===== src/rtl/wdg_pkg.sv =====
package wdg_pkg;
   typedef enum logic {
      PH_LONG = 1'b0,
      PH_WIN  = 1'b1
   } wdg_phase_e;

   function automatic int max2(input int a, input int b);
      return (a > b) ? a : b;
   endfunction
endpackage


===== src/rtl/wdg_stretch.sv =====
module wdg_stretch #(
   parameter int LEN = 4
) (
   input  logic clk,
   input  logic rst_n,
   input  logic start,
   input  logic clr,
   output logic active
);
   localparam int LW = $clog2(LEN + 1);
   localparam logic [LW-1:0] LOAD = LW'(LEN);

   logic [LW-1:0] cnt_q;

   always_ff @(posedge clk or negedge rst_n) begin
      if (!rst_n)              cnt_q <= '0;
      else if (clr)            cnt_q <= '0;
      else if (start)          cnt_q <= LOAD;
      else if (cnt_q != '0)    cnt_q <= cnt_q - 1'b1;
   end

   assign active = (cnt_q != '0);
endmodule


===== src/rtl/wdg_window_timer.sv =====
module wdg_window_timer
   import wdg_pkg::*;
#(
   parameter int LONG_CYC  = 20,
   parameter int EARLY_CYC = 4,
   parameter int WIN_CYC   = 10
) (
   input  logic clk,
   input  logic rst_n,
   input  logic trig_wr,
   input  logic trig_val,
   input  logic flash_mode,
   input  logic wd_dis,
   input  logic hold,
   input  logic restart,
   output logic svc_ok,
   output logic fail
);
   localparam int MAXC = max2(LONG_CYC, WIN_CYC);
   localparam int CW   = $clog2(MAXC);
   localparam logic [CW-1:0] LONG_LAST = CW'(LONG_CYC - 1);
   localparam logic [CW-1:0] WIN_LAST  = CW'(WIN_CYC - 1);
   localparam logic [CW-1:0] EARLY_V   = CW'(EARLY_CYC);

   wdg_phase_e    ph_q, ph_d;
   logic [CW-1:0] cnt_q, cnt_d;
   logic          last_q, last_d;
   logic          lock_q;
   logic          active;

   assign active = !flash_mode && !lock_q && !hold && !restart;

   always_comb begin
      ph_d   = ph_q;
      cnt_d  = cnt_q;
      last_d = last_q;
      svc_ok = 1'b0;
      fail   = 1'b0;
      if (!active) begin
         ph_d  = PH_LONG;
         cnt_d = '0;
      end else begin
         unique case (ph_q)
            PH_LONG: begin
               if (trig_wr && trig_val)     svc_ok = 1'b1;
               else if (cnt_q == LONG_LAST) fail   = 1'b1;
               else                         cnt_d  = cnt_q + 1'b1;
            end
            PH_WIN: begin
               if (trig_wr && (trig_val != last_q)) begin
                  if (cnt_q < EARLY_V) fail   = 1'b1;
                  else                 svc_ok = 1'b1;
               end else if (cnt_q == WIN_LAST) begin
                  fail = 1'b1;
               end else begin
                  cnt_d = cnt_q + 1'b1;
               end
            end
            default: ph_d = PH_LONG;
         endcase
         if (svc_ok) begin
            ph_d   = PH_WIN;
            cnt_d  = '0;
            last_d = trig_val;
         end else if (fail) begin
            ph_d  = PH_LONG;
            cnt_d = '0;
         end
      end
   end

   always_ff @(posedge clk or negedge rst_n) begin
      if (!rst_n) begin
         ph_q   <= PH_LONG;
         cnt_q  <= '0;
         last_q <= 1'b0;
         lock_q <= 1'b0;
      end else begin
         ph_q   <= ph_d;
         cnt_q  <= cnt_d;
         last_q <= last_d;
         lock_q <= lock_q | (flash_mode & wd_dis);
      end
   end
endmodule


===== src/rtl/wdg_escalator.sv =====
module wdg_escalator #(
   parameter int FIRST_FAILS  = 8,
   parameter int SECOND_FAILS = 7,
   parameter int REGOFF_CYC   = 12
) (
   input  logic clk,
   input  logic rst_n,
   input  logic fail,
   input  logic svc_ok,
   input  logic wake,
   output logic gate_fs,
   output logic reg_off,
   output logic stby,
   output logic hold
);
   localparam int TOTAL = FIRST_FAILS + SECOND_FAILS;
   localparam int FW    = $clog2(TOTAL + 1);
   localparam logic [FW-1:0] FIRST_HIT = FW'(FIRST_FAILS - 1);
   localparam logic [FW-1:0] TOTAL_V   = FW'(TOTAL);

   logic [FW-1:0] fcnt_q;
   logic          gate_q;
   logic          stage1_hit;

   assign stage1_hit = fail && (fcnt_q == FIRST_HIT);

   always_ff @(posedge clk or negedge rst_n) begin
      if (!rst_n) begin
         fcnt_q <= '0;
         gate_q <= 1'b0;
      end else begin
         if (wake || svc_ok)                   fcnt_q <= '0;
         else if (fail && fcnt_q != TOTAL_V)   fcnt_q <= fcnt_q + 1'b1;
         if (fail)        gate_q <= 1'b1;
         else if (svc_ok) gate_q <= 1'b0;
      end
   end

   wdg_stretch #(.LEN(REGOFF_CYC)) regoff_i (
      .clk    (clk),
      .rst_n  (rst_n),
      .start  (stage1_hit),
      .clr    (wake),
      .active (reg_off)
   );

   generate
      if (SECOND_FAILS > 0) begin : g_stage2
         localparam logic [FW-1:0] TOTAL_HIT = FW'(TOTAL - 1);
         logic stby_q;
         always_ff @(posedge clk or negedge rst_n) begin
            if (!rst_n)                                   stby_q <= 1'b0;
            else if (wake)                                stby_q <= 1'b0;
            else if (fail && fcnt_q == TOTAL_HIT)         stby_q <= 1'b1;
         end
         assign stby = stby_q;
      end else begin : g_no_stage2
         assign stby = 1'b0;
      end
   endgenerate

   assign gate_fs = gate_q;
   assign hold    = reg_off | stby;
endmodule


===== src/rtl/wdg_escalate.sv =====
module wdg_escalate #(
   parameter int LONG_CYC     = 3_250_000,
   parameter int EARLY_CYC    = 250_000,
   parameter int WIN_CYC      = 1_000_000,
   parameter int PULSE_CYC    = 50_000,
   parameter int REGOFF_CYC   = 10_000_000,
   parameter int FIRST_FAILS  = 8,
   parameter int SECOND_FAILS = 7
) (
   input  logic clk,
   input  logic rst_n,
   input  logic trig_wr,
   input  logic trig_val,
   input  logic flash_mode,
   input  logic wd_dis,
   input  logic vdd_uv,
   input  logic wake_evt,
   output logic rst_pulse,
   output logic gate_fs,
   output logic reg_off,
   output logic force_stby
);
   generate
      if (LONG_CYC < 2)          begin : g_chk_long  $error("LONG_CYC must be at least 2");          end
      if (EARLY_CYC < 1)         begin : g_chk_early $error("EARLY_CYC must be at least 1");         end
      if (WIN_CYC <= EARLY_CYC)  begin : g_chk_win   $error("WIN_CYC must exceed EARLY_CYC");        end
      if (PULSE_CYC < 1)         begin : g_chk_pulse $error("PULSE_CYC must be at least 1");         end
      if (REGOFF_CYC < 1)        begin : g_chk_roff  $error("REGOFF_CYC must be at least 1");        end
      if (FIRST_FAILS < 1)       begin : g_chk_first $error("FIRST_FAILS must be at least 1");       end
      if (SECOND_FAILS < 0)      begin : g_chk_sec   $error("SECOND_FAILS must not be negative");    end
   endgenerate

   logic fail_w;
   logic ok_w;
   logic hold_w;
   logic restart_w;

   assign restart_w = vdd_uv | wake_evt;

   wdg_window_timer #(
      .LONG_CYC  (LONG_CYC),
      .EARLY_CYC (EARLY_CYC),
      .WIN_CYC   (WIN_CYC)
   ) timer_i (
      .clk        (clk),
      .rst_n      (rst_n),
      .trig_wr    (trig_wr),
      .trig_val   (trig_val),
      .flash_mode (flash_mode),
      .wd_dis     (wd_dis),
      .hold       (hold_w),
      .restart    (restart_w),
      .svc_ok     (ok_w),
      .fail       (fail_w)
   );

   wdg_escalator #(
      .FIRST_FAILS  (FIRST_FAILS),
      .SECOND_FAILS (SECOND_FAILS),
      .REGOFF_CYC   (REGOFF_CYC)
   ) esc_i (
      .clk     (clk),
      .rst_n   (rst_n),
      .fail    (fail_w),
      .svc_ok  (ok_w),
      .wake    (wake_evt),
      .gate_fs (gate_fs),
      .reg_off (reg_off),
      .stby    (force_stby),
      .hold    (hold_w)
   );

   wdg_stretch #(.LEN(PULSE_CYC)) pulse_i (
      .clk    (clk),
      .rst_n  (rst_n),
      .start  (fail_w),
      .clr    (1'b0),
      .active (rst_pulse)
   );
endmodule


===== config.mk =====
export PLATFORM = sky130hd
export DESIGN_NAME = wdg_escalate
export DESIGN_NICKNAME = d
export VERILOG_FILES = /design/src/rtl/wdg_pkg.sv /design/src/rtl/wdg_stretch.sv /design/src/rtl/wdg_window_timer.sv /design/src/rtl/wdg_escalator.sv /design/src/rtl/wdg_escalate.sv
export SDC_FILE = /design/constraint.sdc
export NUM_CORES = 1
export LEC_CHECK = 0
export ABC_CLOCK_PERIOD_IN_PS = 4940
export BUFFER_PORTS_ARGS = -buffer_cell sky130_fd_sc_hd__buf_4
export CORE_MARGIN = 5
export CORE_UTILIZATION = 57
export CTS_CLUSTER_DIAMETER = 60
export CTS_CLUSTER_SIZE = 16
export DETAILED_ROUTE_END_ITERATION = 16
export PLACE_DENSITY = 0.88
export SLEW_MARGIN = 20
export SYNTH_ARGS = -nofsm -noshare
export SYNTH_HDL_FRONTEND = slang
export SYNTH_HIERARCHICAL = 1
export SYNTH_SLANG_ARGS = --single-unit

===== constraint.sdc =====
create_clock -name clk -period 4.94 [get_ports clk]
set_clock_uncertainty 0.05 [all_clocks]
set_input_delay 0.494 -clock clk [delete_from_list [all_inputs] [get_ports clk]]
set_output_delay 0.494 -clock clk [all_outputs]
set_load 0.005 [all_outputs]

==> summary.txt, run 1 <==
Outcome
  – Status: finished, final reports clean

Detailed routing
  – DRT iter0 DRCs: 295
  – Number of remaining DRC errors: 0
  – Final WL: ~9000 um
  – First-pass DRT Iterations: 6
  – Wire per inst: 16.25 um
  – Vias/cell: 6.257
  – DRT antenna net count: 0
  – DR vias: 3,548

Logic synthesis
  – Yosys cell types: 73
  – Most frequently used flop master after synthesis: dfrtp_1
  – Synth Register Bits: between 70 and 80
  – Yosys warnings: 6
  – Cells after Synth: 462
  – Async set or reset register ratio after synthesis: 100.0%
  – Syn nets: 476
  – Synth Cell Area: ~4300 um^2
  – Syn avg cell area: 9.308 um^2
  – Sequential-to-total area share from yosys stat: 41.32%
  – Post-synth EDFFs: 0

Floorplanning
  – Initial Utilization: between 50% and 60%
  – Row count: 31
  – I/O pin cnt: 12
  – Die width: 96.86 um
  – Die H: about 97 um
  – Die area: 9382 um^2
  – Std-Cell Core Area: around 7300 um^2

Critical path
  – Crit start category: flop
  – Crit. End Element: flop
  – WS Path Type: flop to flop
  – Arrival time worst endpoint: 4.67 ns
  – Required @ worst endpoint: 5.16 ns
  – Worst Path Max Fanout: 12

Timing
  – Final Hold Fails: 0
  – Post-layout min period: 4.447 ns
  – Finish-stage setup viols: 0
  – Fin crit share: 90.03%
  – Worst slew margin relative to its limit: 40.48%
  – Final Max Tran Viols: 0
  – Worst Max-Slew Pin Slew: 0.8927 ns
  – Setup TNS: 0 ns
  – Max frequency: 0.2249 GHz
  – Final WS setup: 0.4926 ns
  – RSZ-0062 raised after global routing: false

Flow run
  – Number of max-cap violations: 0

Final layout
  – Filler instances: around 630
  – Area Growth Syn to Fin: 6.401%
  – Area of the multi-input gates: 2344 um^2
  – Antenna diode count: 0
  – Final #Nets: between 400 and 500
  – Register area: around 1800 um^2
  – Layout cell share with drive strength beyond 1: 13.03%

Power
  – Int Power: 1.429 mW
  – Clock power frac: 16.7%
  – Sw Pwr: 1.164 mW
  – Sequential power share: 34.2%
  – Gate power share: between 40 and 50%
  – Switching Fraction: 44.90%
  – Pwr Density: ~570 nW/um^2
  – Leakage: 1.880 nW
  – Peak VDD IR: 344.2 uV

Clock tree
  – Root buf cell: clkbuf_8
  – CTS tree: yes
  – Clk slew on worst S/H paths: around 0.090 ns
  – Post-CTS Setup Bufs: 0
  – Clk buf depth: 2
  – Clock latency on the worst-skew pair: 0.35 ns
  – CTS Buf Count: 9
  – H-tree depth: 3
  – Clock Sinks: 71

Min path
  – Worst Hold Class: input port to async pin

Placement
  – Placement Setup Slack: around 0.60 ns
  – Hpwl dp: 6456 um
  – GP Congestion: between 0.8 and 0.9
  – Port Buf Inserts: 11

Global route
  – Vias in the first global route: approximately 3,500
  – First-pass GRT wire length: 16,020 um
  – Initial antenna violation count: 0
  – Global route total overflow: 0
  – Largest net degree at the start of global routing: 72
  – GRT Overall Usage: between 20% and 30%
[registers in the layout, indices dropped and copies added (netlist names)]
name                  flops
timer_i/cnt_q            22
timer_i/last_q            1
pulse_i/cnt_q            16
timer_i/lock_q            1
esc_i/gate_fs             1
esc_i/regoff_i/cnt_q     24
timer_i/ph_q              1
esc_i/stby                1
esc_i/fcnt_q              4
[worst max-delay path, stage by stage, from the launching register on]
cell	delay [ns]
dfrtp_1	0.40
inv_1	0.12
ha_1	0.20
or3b_2	0.48
or4_4	0.54
nor2_8	0.14
inv_1	0.11
or2_2	0.29
or4_1	0.57
nor4_1	0.31
buf_4	0.22
and4_2	0.36
inv_1	0.14
a21o_1	0.21
a211oi_1	0.21
[logic make-up (layout without fill, tap and decap cells)]
group / count (synthesis) / after routing / synth area share (%)
flops: 71 / 71 / 41.32
fa+ha+maj: 6 / 6 / 1.746
simple gates: 222 / 222 / 30.55
buf+inv: 38 / 44 / 4.306
mux: 5 / 5 / 1.193
xor+xnor: 38 / 38 / 7.739
other cells: 1 / 1 / 0.08720
compound gates: 81 / 81 / 13.06
[metrics by stage]
step	instance area (um^2)	hold WS [ns]	power, mW	instances	utilization [%]
6_report	4576	0.2014	2.594	567	62.75
5_1_grt	4576	0.2844	2.778	567	62.75
4_1_cts	4571	0.2359	2.574	567	62.68
3_5_place_dp	4389	0.4159	2.128	551	60.19
3_3_place_gp	4389	0.4228	2.077	551	60.19
2_1_floorplan	4300	0.1484	1.885	462	-
[final cells by class]
class	count	share of cell area, %
Timing Repair Buffer	12	1.969
Clock buffer	10	3.008
Clock inverter	6	0.9571
Inverter	16	1.313
Tap cell	99	2.707
Multi-Input combinational cell	353	51.22
Sequential cell	71	38.83
[worst paths after layout]
kind,slack (ns),startpoint,to,cells past startpoint
hold reg to reg,0.43,timer_i/lock_q,timer_i/lock_q,1
setup / recovery,0.49,esc_i/regoff_i/cnt_q[0],esc_i/regoff_i/cnt_q[20],14
setup reg to reg,0.49,esc_i/regoff_i/cnt_q[0],esc_i/regoff_i/cnt_q[20],14
max in group asynchronous,4.05,rst_n,pulse_i/cnt_q[9],1
min in group clk,0.30,wd_dis,timer_i/lock_q,2
hold / removal,0.20,rst_n,timer_i/cnt_q[4],1
[layout by cell type, fill, tap and decap left out, types with 11 or more instances in the layout]
cell | synthesis | routed
a21oi_1 | 22 | 22
buf_4 | 1 | 12
dfrtp_1 | 71 | 71
inv_1 | 16 | 16
nand2_1 | 23 | 23
nand3_1 | 14 | 13
nand4_1 | 17 | 17
nor2_1 | 60 | 60
nor3_1 | 20 | 20
nor4_1 | 13 | 13
o31ai_1 | 11 | 11
or3_1 | 12 | 12
xnor2_1 | 11 | 11
xor2_1 | 27 | 27
[power by group through the flow]
stage | sequential (mW) | combinational [mW] | clock [mW]
final | 0.887 | 1.27 | 0.432
after global routing | 0.907 | 1.40 | 0.473
after CTS | 0.880 | 1.25 | 0.446
after detailed placement | 0.892 | 1.24 | 0
after global placement | 0.876 | 1.20 | 0
after floorplan | 0.847 | 1.04 | 0
[cell usage after synthesis (5+ instances only)]
cell type / instances / area, um^2
nand4_1: 17 / 106.4
buf_2: 6 / 30.03
o21ai_0: 9 / 45.04
o211ai_1: 7 / 52.55
nand2_1: 23 / 86.33
or2_2: 5 / 31.28
nor2_1: 60 / 225.2
nor4_1: 13 / 81.33
or3_1: 12 / 75.07
a21oi_1: 22 / 110.1
nand3_1: 14 / 70.07
xor2_1: 27 / 236.5
clkbuf_1: 8 / 30.03
or4_1: 9 / 67.56
dfrtp_1: 71 / 1777
and4_1: 5 / 43.79
ha_1: 6 / 75.07
nor3_1: 20 / 100.1
xnor2_1: 11 / 96.34
o31ai_1: 11 / 82.58
inv_1: 16 / 60.06
a211oi_1: 7 / 52.55
[layer usage]
metal	vias to the layer above	routed length, um	part of all wire (%)	track usage [%]
met1	1724	4029	44	26.96
met5	-	0	0	0
met3	12	542	5.9	5.899
met4	0	114	1.2	6.695
met2	114	4527	49	32.38
li1	1698	-	-	-
[what timing repair did]
action                                 in CTS  in global routing
setup endpoints to repair                   0                  1
hold buffers                                0                  0
endpoints found under the hold margin       0                  0
gates resized for setup                     0                  1
(Power assumes the default switching activity.)
==> run 2, diff against run 1 <==
--- a/config.mk
+++ b/config.mk
@@ -8,11 +8,11 @@
 export ABC_CLOCK_PERIOD_IN_PS = 4940
 export BUFFER_PORTS_ARGS = -buffer_cell sky130_fd_sc_hd__buf_4
 export CORE_MARGIN = 5
-export CORE_UTILIZATION = 57
+export CORE_UTILIZATION = 50
 export CTS_CLUSTER_DIAMETER = 60
 export CTS_CLUSTER_SIZE = 16
 export DETAILED_ROUTE_END_ITERATION = 16
-export PLACE_DENSITY = 0.88
+export PLACE_DENSITY = 0.8
 export SLEW_MARGIN = 20
 export SYNTH_ARGS = -nofsm -noshare
 export SYNTH_HDL_FRONTEND = slang
==> run 2 against run 1 <==
Effect of this change:
- clock power down 7.2%
- critical path depth stayed put
- hold slack improved by 0.019 ns
- critical path type unchanged
==> summary.txt, run 2 (same netlist as run 1, synthesis figures left out) <==
Outcome
  – Status: finished, final reports clean

Detailed routing
  – Final WL: 8654 um
  – First-pass DRT Iterations: 4
  – Vias/cell: ~6.0
  – DRT antenna net count: 0
  – DR vias: about 3,400
  – DRT iter0 DRCs: roughly 130
  – Wire per inst: 15.10 um
  – Number of remaining DRC errors: 0

Final layout
  – Register area: 1777 um^2
  – Filler instances: 707
  – Commonest non-fill, non-tap cell in the layout: dfrtp_1
  – Area Growth Syn to Fin: 6.226%
  – Commonest non-fill, non-tap cells in the layout: dfrtp_1 (71), nor2_1 (60), xor2_1 (27), nand2_1 (23), a21oi_1 (22)
  – Layout cell share with drive strength beyond 1: around 13%
  – Biggest register: esc_i/regoff_i/cnt_q
  – Area of the multi-input gates: approximately 2300 um^2
  – Biggest regs: esc_i/regoff_i/cnt_q: 24 flops, timer_i/cnt_q: 22 flops, pulse_i/cnt_q: 16 flops
  – Final #Nets: 478
  – Max reg flops: 24
  – Antenna diode count: 0
  – Final instance area: 4568 um^2

Floorplanning
  – Die area: 10,560 um^2
  – Row count: 33
  – I/O pin cnt: 12
  – Std-Cell Core Area: 8299 um^2
  – Die H: 102.7 um
  – Die width: 102.7 um
  – Initial Utilization: 51.82%

Clock tree
  – Clock Sinks: slightly above 70
  – Post-CTS Setup Bufs: 0
  – CTS Buf Count: 9
  – Clock latency on the worst-skew pair: 0.34 ns
  – Clk buf depth: 2
  – CTS tree: yes
  – H-tree depth: 3
  – Cts repair resizes: 0
  – Clk slew on worst S/H paths: 0.08 ns
  – Root buf cell: clkbuf_8
  – Post-CTS Hold Buffers: 0

Placement
  – GP Congestion: between 0.9 and 1
  – Placed instance area: 4404 um^2
  – Port Buf Inserts: 11
  – Hpwl dp: between 5000 and 6000 um

Timing
  – Final Max Tran Viols: 0
  – Max frequency: 0.2291 GHz
  – Post-layout min period: 4.364 ns
  – Finish-stage setup viols: 0
  – Worst Max-Slew Pin Slew: 0.9383 ns
  – Fin crit share: 88.34%
  – Setup TNS: 0 ns
  – Final Hold Fails: 0
  – Worst slew margin relative to its limit: between 30 and 40%
  – RSZ-0062 raised after global routing: false

Power
  – Leakage: 1.875 nW
  – Peak VDD IR: approximately 270 uV
  – Pwr Density: 553.6 nW/um^2

Global route
  – Largest net degree at the start of global routing: just over 70
  – GRT Overall Usage: 18.20%
  – Initial antenna violation count: 0
  – Global route total overflow: 0
  – Vias in the first global route: 3,296
  – First-pass GRT wire length: 15,370 um

Critical path
  – WS Path Type: flop to flop
  – Required @ worst endpoint: 5.15 ns
  – Reg2Reg Setup Slack: 0.58 ns
  – Crit. End Element: flop
  – RR Endpoint: esc_i/regoff_i/cnt_q[20]
  – Worst-case reg-to-reg path depth: 14
  – Arrival time worst endpoint: roughly 4.6 ns
  – Worst R2R Start: esc_i/regoff_i/cnt_q[0]
  – Worst Path Max Fanout: 12
  – Crit start category: flop

Min path
  – Worst Hold Class: input port to async pin

Flow run
  – Number of max-cap violations: 0
## run 2: layout make-up
type                       instances  area share (%)
clock buffer                      11           3.095
inverter                          16           1.315
timing repair buffer              13           2.136
sequential                        71           38.89
tap                              105           2.876
multi-input combinational        353           51.19
clock inverter                     4          0.4930
## run 2: how the worst max path moves through the flow
stage | startpoint | to | depth (start not counted)
after floorplan | esc_i/regoff_i/cnt_q[0] | esc_i/regoff_i/cnt_q[0] | 16
after global placement | esc_i/regoff_i/cnt_q[0] | esc_i/regoff_i/cnt_q[20] | 14
after detailed placement | esc_i/regoff_i/cnt_q[0] | esc_i/regoff_i/cnt_q[20] | 14
after CTS | esc_i/regoff_i/cnt_q[0] | esc_i/regoff_i/cnt_q[20] | 14
after global routing | esc_i/regoff_i/cnt_q[0] | esc_i/regoff_i/cnt_q[20] | 14
final | esc_i/regoff_i/cnt_q[0] | esc_i/regoff_i/cnt_q[20] | 14
## run 2: worst max-delay path, cell delays in order (launching register included)
cell and delay, ns:
dfrtp_1 0.39, inv_1 0.12, ha_1 0.18, or3b_2 0.46, or4_4 0.55, nor2_8 0.13, inv_1 0.10, or2_2 0.28
or4_1 0.56, nor4_1 0.30, buf_4 0.22, and4_2 0.38, inv_1 0.14, a21o_1 0.21, a211oi_1 0.20
## run 2: routing by layer
layer,global-route usage [%],vias to the layer above,part of all wire [%]
met5,0,-,0
met4,4.681,0,0.92
met3,5.413,8,4.2
met2,28.10,65,47
met1,25.24,1669,48
li1,-,1693,-
## run 2: where the power goes
group / total [mW] / leakage, nW / internal [mW] / switching, mW
combinational: 1.25 / 0.834 / 0.522 / 0.725
clock: 0.401 / 0.0850 / 0.191 / 0.210
sequential: 0.881 / 0.956 / 0.716 / 0.164
## run 2: metrics by stage
| stage | hold slack (ns) | instances | total power, mW | setup WS (ns) | util, % |
|---|---|---|---|---|---|
| floorplan | 0.1484 | 462 | 1.885 | 0.01908 | - |
| global placement | 0.4294 | 558 | 2.092 | 0.7203 | 53.07 |
| detailed placement | 0.4325 | 558 | 2.116 | 0.6269 | 53.07 |
| CTS | 0.2506 | 573 | 2.535 | 0.5865 | 55.04 |
| global route | 0.2867 | 573 | 2.741 | 0.2642 | 55.04 |
| finish | 0.2207 | 573 | 2.529 | 0.5759 | 55.04 |
